==> src/rtl/phycr_pkg.sv <==
package phycr_pkg;

  typedef enum logic [1:0] {
    ST_IDLE    = 2'd0,
    ST_SETTLE  = 2'd1,
    ST_WAIT_HI = 2'd2,
    ST_WAIT_LO = 2'd3
  } seq_state_e;

  // Order doubles as the strobe index used by the decoder.
  typedef enum logic [1:0] {
    PH_ADDR  = 2'd0,
    PH_DATA  = 2'd1,
    PH_WRITE = 2'd2,
    PH_READ  = 2'd3
  } phase_e;

  typedef enum logic [1:0] {
    SRC_ADDR = 2'd0,
    SRC_DATA = 2'd1,
    SRC_ZERO = 2'd2
  } bus_src_e;

  function automatic phase_e next_phase(phase_e p, logic is_write);
    case (p)
      PH_ADDR: return is_write ? PH_DATA : PH_READ;
      PH_DATA: return PH_WRITE;
      default: return p;
    endcase
  endfunction

  function automatic logic phase_is_last(phase_e p);
    return (p == PH_WRITE) || (p == PH_READ);
  endfunction

  function automatic bus_src_e phase_bus_src(phase_e p);
    case (p)
      PH_ADDR: return SRC_ADDR;
      PH_READ: return SRC_ZERO;
      default: return SRC_DATA;
    endcase
  endfunction

  // Cycles a single acknowledge wait may last before it is declared lost.
  function automatic int unsigned wait_budget(int unsigned per_poll, int unsigned polls);
    return per_poll * polls;
  endfunction

endpackage

==> src/rtl/phycr_poll_timer.sv <==
module phycr_poll_timer #(
  parameter int unsigned CLK_PER_POLL = 500,
  parameter int unsigned POLL_LIMIT   = 200
) (
  input  logic clk,
  input  logic rst_n,
  input  logic restart_i,
  output logic expired_o
);
  localparam int PW = $clog2(CLK_PER_POLL + 1);
  localparam int NW = $clog2(POLL_LIMIT + 1);

  logic [PW-1:0] pre_q;
  logic [NW-1:0] polls_q;
  logic          poll_tick;

  assign poll_tick = (pre_q == PW'(CLK_PER_POLL - 1));
  assign expired_o = (polls_q == NW'(POLL_LIMIT));

  always_ff @(posedge clk or negedge rst_n) begin
    if (!rst_n) begin
      pre_q   <= '0;
      polls_q <= '0;
    end else if (restart_i) begin
      pre_q   <= '0;
      polls_q <= '0;
    end else if (poll_tick) begin
      pre_q <= '0;
      if (!expired_o) polls_q <= polls_q + 1'b1;
    end else begin
      pre_q <= pre_q + 1'b1;
    end
  end

  // once the budget is spent it stays spent until restarted
  p_expired_sticky_r9: assert property (@(posedge clk) disable iff (!rst_n)
    (expired_o && !restart_i) |=> expired_o);

endmodule

==> src/rtl/phycr_strobe_dec.sv <==
module phycr_strobe_dec
  import phycr_pkg::*;
#(
  parameter int unsigned N_STROBE = 4
) (
  input  seq_state_e          state_i,
  input  phase_e              phase_i,
  output logic [N_STROBE-1:0] strobe_o
);
  for (genvar g = 0; g < N_STROBE; g++) begin : g_strb
    assign strobe_o[g] = (state_i == ST_WAIT_HI) && (phase_i == phase_e'(g));
  end
endmodule

==> src/rtl/phycr_seq.sv <==
module phycr_seq
  import phycr_pkg::*;
#(
  parameter int unsigned BUS_W     = 16,
  parameter int unsigned SETUP_CYC = 2
) (
  input  logic             clk,
  input  logic             rst_n,
  input  logic             req_i,
  input  logic             req_write_i,
  input  logic [BUS_W-1:0] req_addr_i,
  input  logic [BUS_W-1:0] req_wdata_i,
  input  logic             ack_i,
  input  logic [BUS_W-1:0] phy_rdata_i,
  input  logic             expired_i,
  output seq_state_e       state_o,
  output phase_e           phase_o,
  output logic [BUS_W-1:0] bus_o,
  output logic             tmr_restart_o,
  output logic             accept_o,
  output logic             abort_o,
  output logic             finish_o,
  output logic             busy_o,
  output logic             done_o,
  output logic [BUS_W-1:0] rdata_o,
  output logic             timeout_o
);
  localparam int SW = $clog2(SETUP_CYC + 1);

  seq_state_e       state_q;
  phase_e           phase_q;
  logic [SW-1:0]    settle_q;
  logic             lat_write_q;
  logic [BUS_W-1:0] lat_addr_q;
  logic [BUS_W-1:0] lat_wdata_q;
  logic             done_q;
  logic             timeout_q;
  logic [BUS_W-1:0] rdata_q;

  logic hi_seen;
  logic lo_seen;
  logic settle_end;

  assign accept_o      = (state_q == ST_IDLE) && req_i;
  assign hi_seen       = (state_q == ST_WAIT_HI) && ack_i;
  assign lo_seen       = (state_q == ST_WAIT_LO) && !ack_i;
  assign settle_end    = (state_q == ST_SETTLE) && (settle_q == SW'(SETUP_CYC - 1));
  assign abort_o       = expired_i &&
                         (((state_q == ST_WAIT_HI) && !ack_i) ||
                          ((state_q == ST_WAIT_LO) &&  ack_i));
  assign finish_o      = lo_seen && phase_is_last(phase_q);
  assign tmr_restart_o = !((state_q == ST_WAIT_HI) || (state_q == ST_WAIT_LO)) || hi_seen;

  always_comb begin
    case (phase_bus_src(phase_q))
      SRC_ADDR: bus_o = lat_addr_q;
      SRC_DATA: bus_o = lat_wdata_q;
      default:  bus_o = '0;
    endcase
  end

  always_ff @(posedge clk or negedge rst_n) begin
    if (!rst_n) begin
      state_q     <= ST_IDLE;
      phase_q     <= PH_ADDR;
      settle_q    <= '0;
      lat_write_q <= 1'b0;
      lat_addr_q  <= '0;
      lat_wdata_q <= '0;
      done_q      <= 1'b0;
      timeout_q   <= 1'b0;
      rdata_q     <= '0;
    end else begin
      done_q <= finish_o || abort_o;
      if (abort_o) begin
        state_q   <= ST_IDLE;
        timeout_q <= 1'b1;
        rdata_q   <= '0;
      end else begin
        case (state_q)
          ST_IDLE: if (req_i) begin
            lat_write_q <= req_write_i;
            lat_addr_q  <= req_addr_i;
            lat_wdata_q <= req_wdata_i;
            phase_q     <= PH_ADDR;
            settle_q    <= '0;
            timeout_q   <= 1'b0;
            state_q     <= ST_SETTLE;
          end
          ST_SETTLE: begin
            if (settle_end) begin
              settle_q <= '0;
              state_q  <= ST_WAIT_HI;
            end else begin
              settle_q <= settle_q + 1'b1;
            end
          end
          ST_WAIT_HI: if (ack_i) begin
            if (phase_q == PH_READ) rdata_q <= phy_rdata_i;
            state_q <= ST_WAIT_LO;
          end
          ST_WAIT_LO: if (!ack_i) begin
            if (phase_is_last(phase_q)) begin
              state_q <= ST_IDLE;
            end else begin
              phase_q  <= next_phase(phase_q, lat_write_q);
              settle_q <= '0;
              state_q  <= ST_SETTLE;
            end
          end
          default: state_q <= ST_IDLE;
        endcase
      end
    end
  end

  assign state_o   = state_q;
  assign phase_o   = phase_q;
  assign busy_o    = (state_q != ST_IDLE);
  assign done_o    = done_q;
  assign timeout_o = timeout_q;
  assign rdata_o   = rdata_q;

  // captured request fields are frozen for the whole access
  p_req_frozen_r11: assert property (@(posedge clk) disable iff (!rst_n)
    (busy_o && $past(busy_o)) |->
      ($stable(lat_addr_q) && $stable(lat_wdata_q) && $stable(lat_write_q)));

  // the timeout flag is only cleared by an accepted request
  p_flag_hold_r12: assert property (@(posedge clk) disable iff (!rst_n)
    (timeout_o && !accept_o) |=> timeout_o);

  // acceptance clears the flag
  p_flag_clear_r12: assert property (@(posedge clk) disable iff (!rst_n)
    accept_o |=> !timeout_o);

endmodule

==> src/rtl/phycr_master.sv <==
module phycr_master
  import phycr_pkg::*;
#(
  parameter int unsigned BUS_W        = 16,
  parameter int unsigned SETUP_CYC    = 2,
  parameter int unsigned CLK_PER_POLL = 500,
  parameter int unsigned POLL_LIMIT   = 200
) (
  input  logic             clk,
  input  logic             rst_n,
  input  logic             req_i,
  input  logic             req_write_i,
  input  logic [BUS_W-1:0] req_addr_i,
  input  logic [BUS_W-1:0] req_wdata_i,
  output logic             busy_o,
  output logic             done_o,
  output logic [BUS_W-1:0] rdata_o,
  output logic             timeout_o,
  output logic [BUS_W-1:0] phy_bus_o,
  output logic             phy_cap_addr_o,
  output logic             phy_cap_data_o,
  output logic             phy_wr_o,
  output logic             phy_rd_o,
  input  logic             phy_ack_i,
  input  logic [BUS_W-1:0] phy_rdata_i
);
  localparam int unsigned N_STROBE = 4;
  localparam int unsigned WAIT_MAX = wait_budget(CLK_PER_POLL, POLL_LIMIT);
  localparam int          HW       = $clog2(WAIT_MAX + 2);
  localparam int          RW       = $clog2(SETUP_CYC + 2);

  seq_state_e          state;
  phase_e              phase;
  logic                tmr_restart;
  logic                expired;
  logic                accept;
  logic                abort_evt;
  logic                finish_evt;
  logic [N_STROBE-1:0] strobes;
  logic                any_strobe;
  logic                wait_release;

  phycr_poll_timer #(
    .CLK_PER_POLL (CLK_PER_POLL),
    .POLL_LIMIT   (POLL_LIMIT)
  ) u_timer (
    .clk       (clk),
    .rst_n     (rst_n),
    .restart_i (tmr_restart),
    .expired_o (expired)
  );

  phycr_seq #(
    .BUS_W     (BUS_W),
    .SETUP_CYC (SETUP_CYC)
  ) u_seq (
    .clk           (clk),
    .rst_n         (rst_n),
    .req_i         (req_i),
    .req_write_i   (req_write_i),
    .req_addr_i    (req_addr_i),
    .req_wdata_i   (req_wdata_i),
    .ack_i         (phy_ack_i),
    .phy_rdata_i   (phy_rdata_i),
    .expired_i     (expired),
    .state_o       (state),
    .phase_o       (phase),
    .bus_o         (phy_bus_o),
    .tmr_restart_o (tmr_restart),
    .accept_o      (accept),
    .abort_o       (abort_evt),
    .finish_o      (finish_evt),
    .busy_o        (busy_o),
    .done_o        (done_o),
    .rdata_o       (rdata_o),
    .timeout_o     (timeout_o)
  );

  phycr_strobe_dec #(
    .N_STROBE (N_STROBE)
  ) u_dec (
    .state_i  (state),
    .phase_i  (phase),
    .strobe_o (strobes)
  );

  assign phy_cap_addr_o = strobes[PH_ADDR];
  assign phy_cap_data_o = strobes[PH_DATA];
  assign phy_wr_o       = strobes[PH_WRITE];
  assign phy_rd_o       = strobes[PH_READ];
  assign any_strobe     = |strobes;
  assign wait_release   = (state == ST_WAIT_LO) && phy_ack_i;

  // ---- checker state: bus settle run length and strobe length ----
  logic [BUS_W-1:0] bus_prev_q;
  logic [RW-1:0]    bus_run_q;
  logic [HW-1:0]    hi_len_q;

  always_ff @(posedge clk or negedge rst_n) begin
    if (!rst_n) begin
      bus_prev_q <= '0;
      bus_run_q  <= '0;
      hi_len_q   <= '0;
    end else begin
      bus_prev_q <= phy_bus_o;
      if (phy_bus_o != bus_prev_q)               bus_run_q <= RW'(1);
      else if (bus_run_q < RW'(SETUP_CYC))       bus_run_q <= bus_run_q + 1'b1;
      if (!any_strobe)                           hi_len_q  <= '0;
      else if (hi_len_q < HW'(WAIT_MAX + 1))     hi_len_q  <= hi_len_q + 1'b1;
    end
  end

  p_one_strobe_r2: assert property (@(posedge clk) disable iff (!rst_n)
    $onehot0({phy_cap_addr_o, phy_cap_data_o, phy_wr_o, phy_rd_o}));

  p_bus_setup_r3: assert property (@(posedge clk) disable iff (!rst_n)
    $rose(any_strobe) |-> ((phy_bus_o == bus_prev_q) && (bus_run_q >= RW'(SETUP_CYC))));

  p_bus_hold_r4: assert property (@(posedge clk) disable iff (!rst_n)
    (any_strobe || wait_release) |=> $stable(phy_bus_o));

  p_release_r5: assert property (@(posedge clk) disable iff (!rst_n)
    $fell(any_strobe) |-> ($past(phy_ack_i) || timeout_o));

  p_read_bus_zero_r7: assert property (@(posedge clk) disable iff (!rst_n)
    phy_rd_o |-> (phy_bus_o == '0));

  p_wait_bound_r9: assert property (@(posedge clk) disable iff (!rst_n)
    any_strobe |-> (hi_len_q <= HW'(WAIT_MAX)));

  p_abort_report_r9: assert property (@(posedge clk) disable iff (!rst_n)
    abort_evt |=> (done_o && timeout_o && !busy_o && (rdata_o == '0)));

  p_done_pulse_r10: assert property (@(posedge clk) disable iff (!rst_n)
    done_o |=> !done_o);

  p_done_on_idle_r10: assert property (@(posedge clk) disable iff (!rst_n)
    $fell(busy_o) |-> done_o);

  p_finish_clean_r10: assert property (@(posedge clk) disable iff (!rst_n)
    finish_evt |=> (done_o && !timeout_o));

  p_abort_quiet_r13: assert property (@(posedge clk) disable iff (!rst_n)
    abort_evt |=> !any_strobe);

  p_accept_starts_r11: assert property (@(posedge clk) disable iff (!rst_n)
    accept |=> busy_o);

endmodule

==> config.mk <==
export PLATFORM = sky130hd
export DESIGN_NAME = phycr_master
export DESIGN_NICKNAME = d
export VERILOG_FILES = /design/src/rtl/phycr_pkg.sv /design/src/rtl/phycr_poll_timer.sv /design/src/rtl/phycr_strobe_dec.sv /design/src/rtl/phycr_seq.sv /design/src/rtl/phycr_master.sv
export SDC_FILE = /design/constraint.sdc
export NUM_CORES = 1
export LEC_CHECK = 0
export BUFFER_PORTS_ARGS = -buffer_cell sky130_fd_sc_hd__clkbuf_2
export CORE_ASPECT_RATIO = 0.75
export CORE_MARGIN = 5
export CORE_UTILIZATION = 53
export CTS_CLUSTER_SIZE = 25
export DETAILED_ROUTE_END_ITERATION = 12
export GPL_TIMING_DRIVEN = 0
export PLACE_DENSITY = 0.8
export SYNTH_ARGS = -nofsm -noshare
export SYNTH_HDL_FRONTEND = slang
export SYNTH_SLANG_ARGS = --single-unit
export TNS_END_PERCENT = 10
==> constraint.sdc <==
create_clock -name clk -period 3 [get_ports clk]
set_input_delay 0.6 -clock clk [delete_from_list [all_inputs] [get_ports clk]]
set_output_delay 0.6 -clock clk [all_outputs]
set_load 0.05 [all_outputs]
==> results by group <==
Detailed routing
  – Drt via density: 5.32
  – Detailed Route Iter0 Violations: 134
  – Routed WL per cell: 16.2 um
  – WL final: between 8000 and 9000 um
  – Vias: 2,701
  – DRC viols: 0
  – Drt pass-1 iters: 4
  – Final ANT Viol Nets: 0

Global routing
  – Initial antenna violation count: 0
  – First-pass GRT wire length: 14,100 um
  – Total gr overflow: 0
  – Tot GR Track Use: 0.209
  – Largest net degree at the start of global routing: 58
  – Vias in the first global route: 2,896

Hold path
  – Hold crit path type: in2async

CTS
  – Root buffer cell: clkbuf_8
  – Setup Fix Bufs, Post-CTS: 0
  – # clock sinks: 74
  – Clk_lat worst skew: 0.35 ns
  – H-Tree Depth: 3
  – Register clock-pin slew on the reported worst setup and hold paths: 0.08 ns
  – PostCTS Resize Cnt: 2
  – Cts hold-fix bufs: 0
  – Inserted Clock Buffers: 9
  – CTS tree: yes
  – CTS Buffer Depth: 2

Worst setup path
  – Critical path data required time: 2.40 ns
  – Setup Crit Path Kind: reg2out
  – Worst path top cell family by delay: buffers and inverters
  – Startpoint Class: flop
  – Crit-path max cell delay: 0.41 ns
  – CP endpoint kind: output port
  – Max stage delay cell, worst path: dfrtp_1
  – Reg-to-reg endpoint: u_seq.lat_addr_q[10]$_DFFE_PN0P_
  – CP Max Fanout: 10
  – Worst reg-to-reg setup slack: about 0.58 ns
  – Worst path cell trace: inv_1, ha_1, clkbuf_1, buf_2, a22oi_1, nor2_1, clkbuf_2
  – Crit path buf inv count: 4
  – Crit path DAT: 2.23 ns
  – FF-to-FF Start: u_seq.state_o[0]$_DFFE_PN0P_
  – Worst R2R Path Depth: 8

STA
  – Max-slew violations: 0
  – Worst Tran Pin Value: 0.832 ns
  – Final Hold Fails: 0
  – Fin crit period: 2.83 ns
  – RSZ-0062 raised after global routing: false
  – Post-route clock skew: 0.00977 ns
  – Max-slew headroom: 0.429
  – TNS Setup: 0 ns
  – Number of setup violations in the final report: 0
  – Tcrit/Tclk final: 0.945
  – Max Freq: 0.353 GHz

Pwr
  – Pleak: 2.08 nW
  – P per Cell Area: 1170 mW/mm^2
  – Total power: 0.00502 W
  – Sw Share: 0.473
  – Net Sw Power: 0.00237 W
  – VDD IR max: 0.860 mV
  – Clock Power Share: 0.174
  – Comb power frac: 0.511
  – Internal power: 0.00264 W
  – Register share of total power: 0.316

Layout
  – Multi-input gate area: 0.00153 mm^2
  – Fillers: 488
  – Area delta synth->final: 23.2%
  – Register area: 0.00185 mm^2
  – Final Net Count: 488
  – Ant. Diodes: 0
  – Layout cells sized above 1: 0.351

Synth
  – Gate Count Post-Synth: 320
  – Synth unique cells: just over 40
  – Share of the synthesized area in the top cell type: 0.530
  – Warnings from Yosys: 0
  – Synth top area cells: dfrtp_1, mux2_2, ha_1, nand2_1, nor2_1
  – Mapped Avg Cell Area: 10.9 um^2
  – Syn Nets: 386
  – Register bit total from synthesis: 74
  – Synth Flop Type: dfrtp_1
  – Synth area leader: dfrtp_1
  – Post-synth EDFFs: 0
  – Sequential fraction of the synthesis area: 0.530
  – Synthesized area: 0.00349 mm^2
  – Synth top cells by count: dfrtp_1, nand2_1, nor2_1
  – FFs w/ async S/R, synth: 1.00
  – Most frequent cell after synthesis: dfrtp_1

Flow run
  – Max Cap Violations: 0

Floorplanning
  – Die width: 104 um
  – Die area: about 0.0083 mm^2
  – Row cnt: 25
  – I/O pin cnt: a little over 90
  – Chip Height: roughly 80 um
  – Initial core utilization: 0.550
  – Core area: between 0.006 and 0.007 mm^2

Placement
  – DP HPWL: 6100 um
  – IO Port Bufs: just over 90
  – GP Congestion: 0.805

Outcome
  – Status: complete, no violations
metrics by stage:
step	instances	hold WS, ns	setup slack, ns	util	instance area [um^2]
detailed placement	493	0.447	0.311	0.643	4080
CTS	509	0.144	0.0968	0.679	4310
global route	508	0.142	0.0111	0.678	4310
finish	508	0.143	0.166	0.678	4310
floorplan	320	0.304	0.453	-	3490
global placement	492	0.439	0.390	0.638	4050
kinds of logic after synthesis:
kind of cell             synth area share
flip-flops                          0.530
adder cells (fa/ha/maj)            0.0466
AND/OR/NAND/NOR                     0.146
buffers and inverters              0.0333
multiplexers                        0.128
XOR/XNOR                           0.0326
AO/OA/AOI/OAI                      0.0827
cell usage in the layout (no fill, tap or decap), drive strengths merged, types with 2 or more instances in the layout:
| master | synthesis | layout |
|---|---|---|
| o31ai | 2 | 2 |
| nor2 | 37 | 37 |
| nor4 | 4 | 4 |
| a21oi | 17 | 17 |
| nand3 | 4 | 4 |
| mux2i | 5 | 5 |
| a211oi | 3 | 3 |
| bufinv | 0 | 2 |
| buf | 5 | 8 |
| nor2b | 3 | 3 |
| and3 | 5 | 5 |
| nand4 | 2 | 2 |
| xnor2 | 11 | 11 |
| dfrtp | 74 | 74 |
| clkinvlp | 0 | 2 |
| ha | 13 | 13 |
| clkbuf | 11 | 109 |
| nand2b | 2 | 2 |
| a22oi | 16 | 16 |
| nand2 | 39 | 39 |
| mux2 | 35 | 35 |
| and2 | 4 | 4 |
| o21ai | 3 | 3 |
| nor3 | 2 | 2 |
| xor2 | 2 | 2 |
| inv | 10 | 11 |
layer usage:
metal  up-vias  global-route usage  wire length, um
met1      1310               0.263             3510
met2        82               0.351             4020
met5         -                   0                0
met3        13              0.0586              523
met4         0              0.0724              158
li1       1296                   -                -
worst max-delay path by stage:
stage / to / cells after the start / slack, ns / startpoint
after floorplan: phy_bus_o[10] / 6 / 0.45 / u_seq.phase_o[0]$_DFFE_PN0P_
after CTS: phy_bus_o[7] / 7 / 0.1 / u_seq.phase_o[0]$_DFFE_PN0P_
after detailed placement: phy_bus_o[12] / 7 / 0.31 / u_seq.phase_o[1]$_DFFE_PN0P_
final: phy_bus_o[7] / 7 / 0.17 / u_seq.phase_o[0]$_DFFE_PN0P_
after global placement: phy_bus_o[7] / 7 / 0.39 / u_seq.phase_o[1]$_DFFE_PN0P_
after global routing: phy_bus_o[12] / 7 / 0.01 / u_seq.phase_o[0]$_DFFE_PN0P_
power by group through the flow:
stage          Clock (W)  Combinational (W)  Sequential, W
4_1_cts         0.000886            0.00258        0.00158
6_report        0.000871            0.00256        0.00158
3_3_place_gp           0            0.00249        0.00157
5_1_grt         0.000938            0.00274        0.00163
3_5_place_dp           0            0.00257        0.00159
2_1_floorplan          0            0.00162        0.00190
flip-flops by register name, indices dropped and copies added, names as in the netlist:
name / flops
u_seq.state_o: 2
u_seq.settle_q: 2
u_seq.lat_addr_q: 16
u_seq.lat_wdata_q: 16
u_seq.phase_o: 2
u_seq.done_o: 1
u_timer.pre_q: 9
u_seq.lat_write_q: 1
u_timer.polls_q: 8
u_seq.timeout_o: 1
u_seq.rdata_o: 16
area by class of cell:
cell class | count | area share
timing repair buffer | 92 | 0.113
multi-input combinational | 220 | 0.354
sequential | 74 | 0.430
clock buffer | 10 | 0.0320
clock inverter | 6 | 0.0206
inverter | 10 | 0.00872
tap | 81 | 0.0235
buffer | 15 | 0.0180
(Power assumes the default switching activity.)
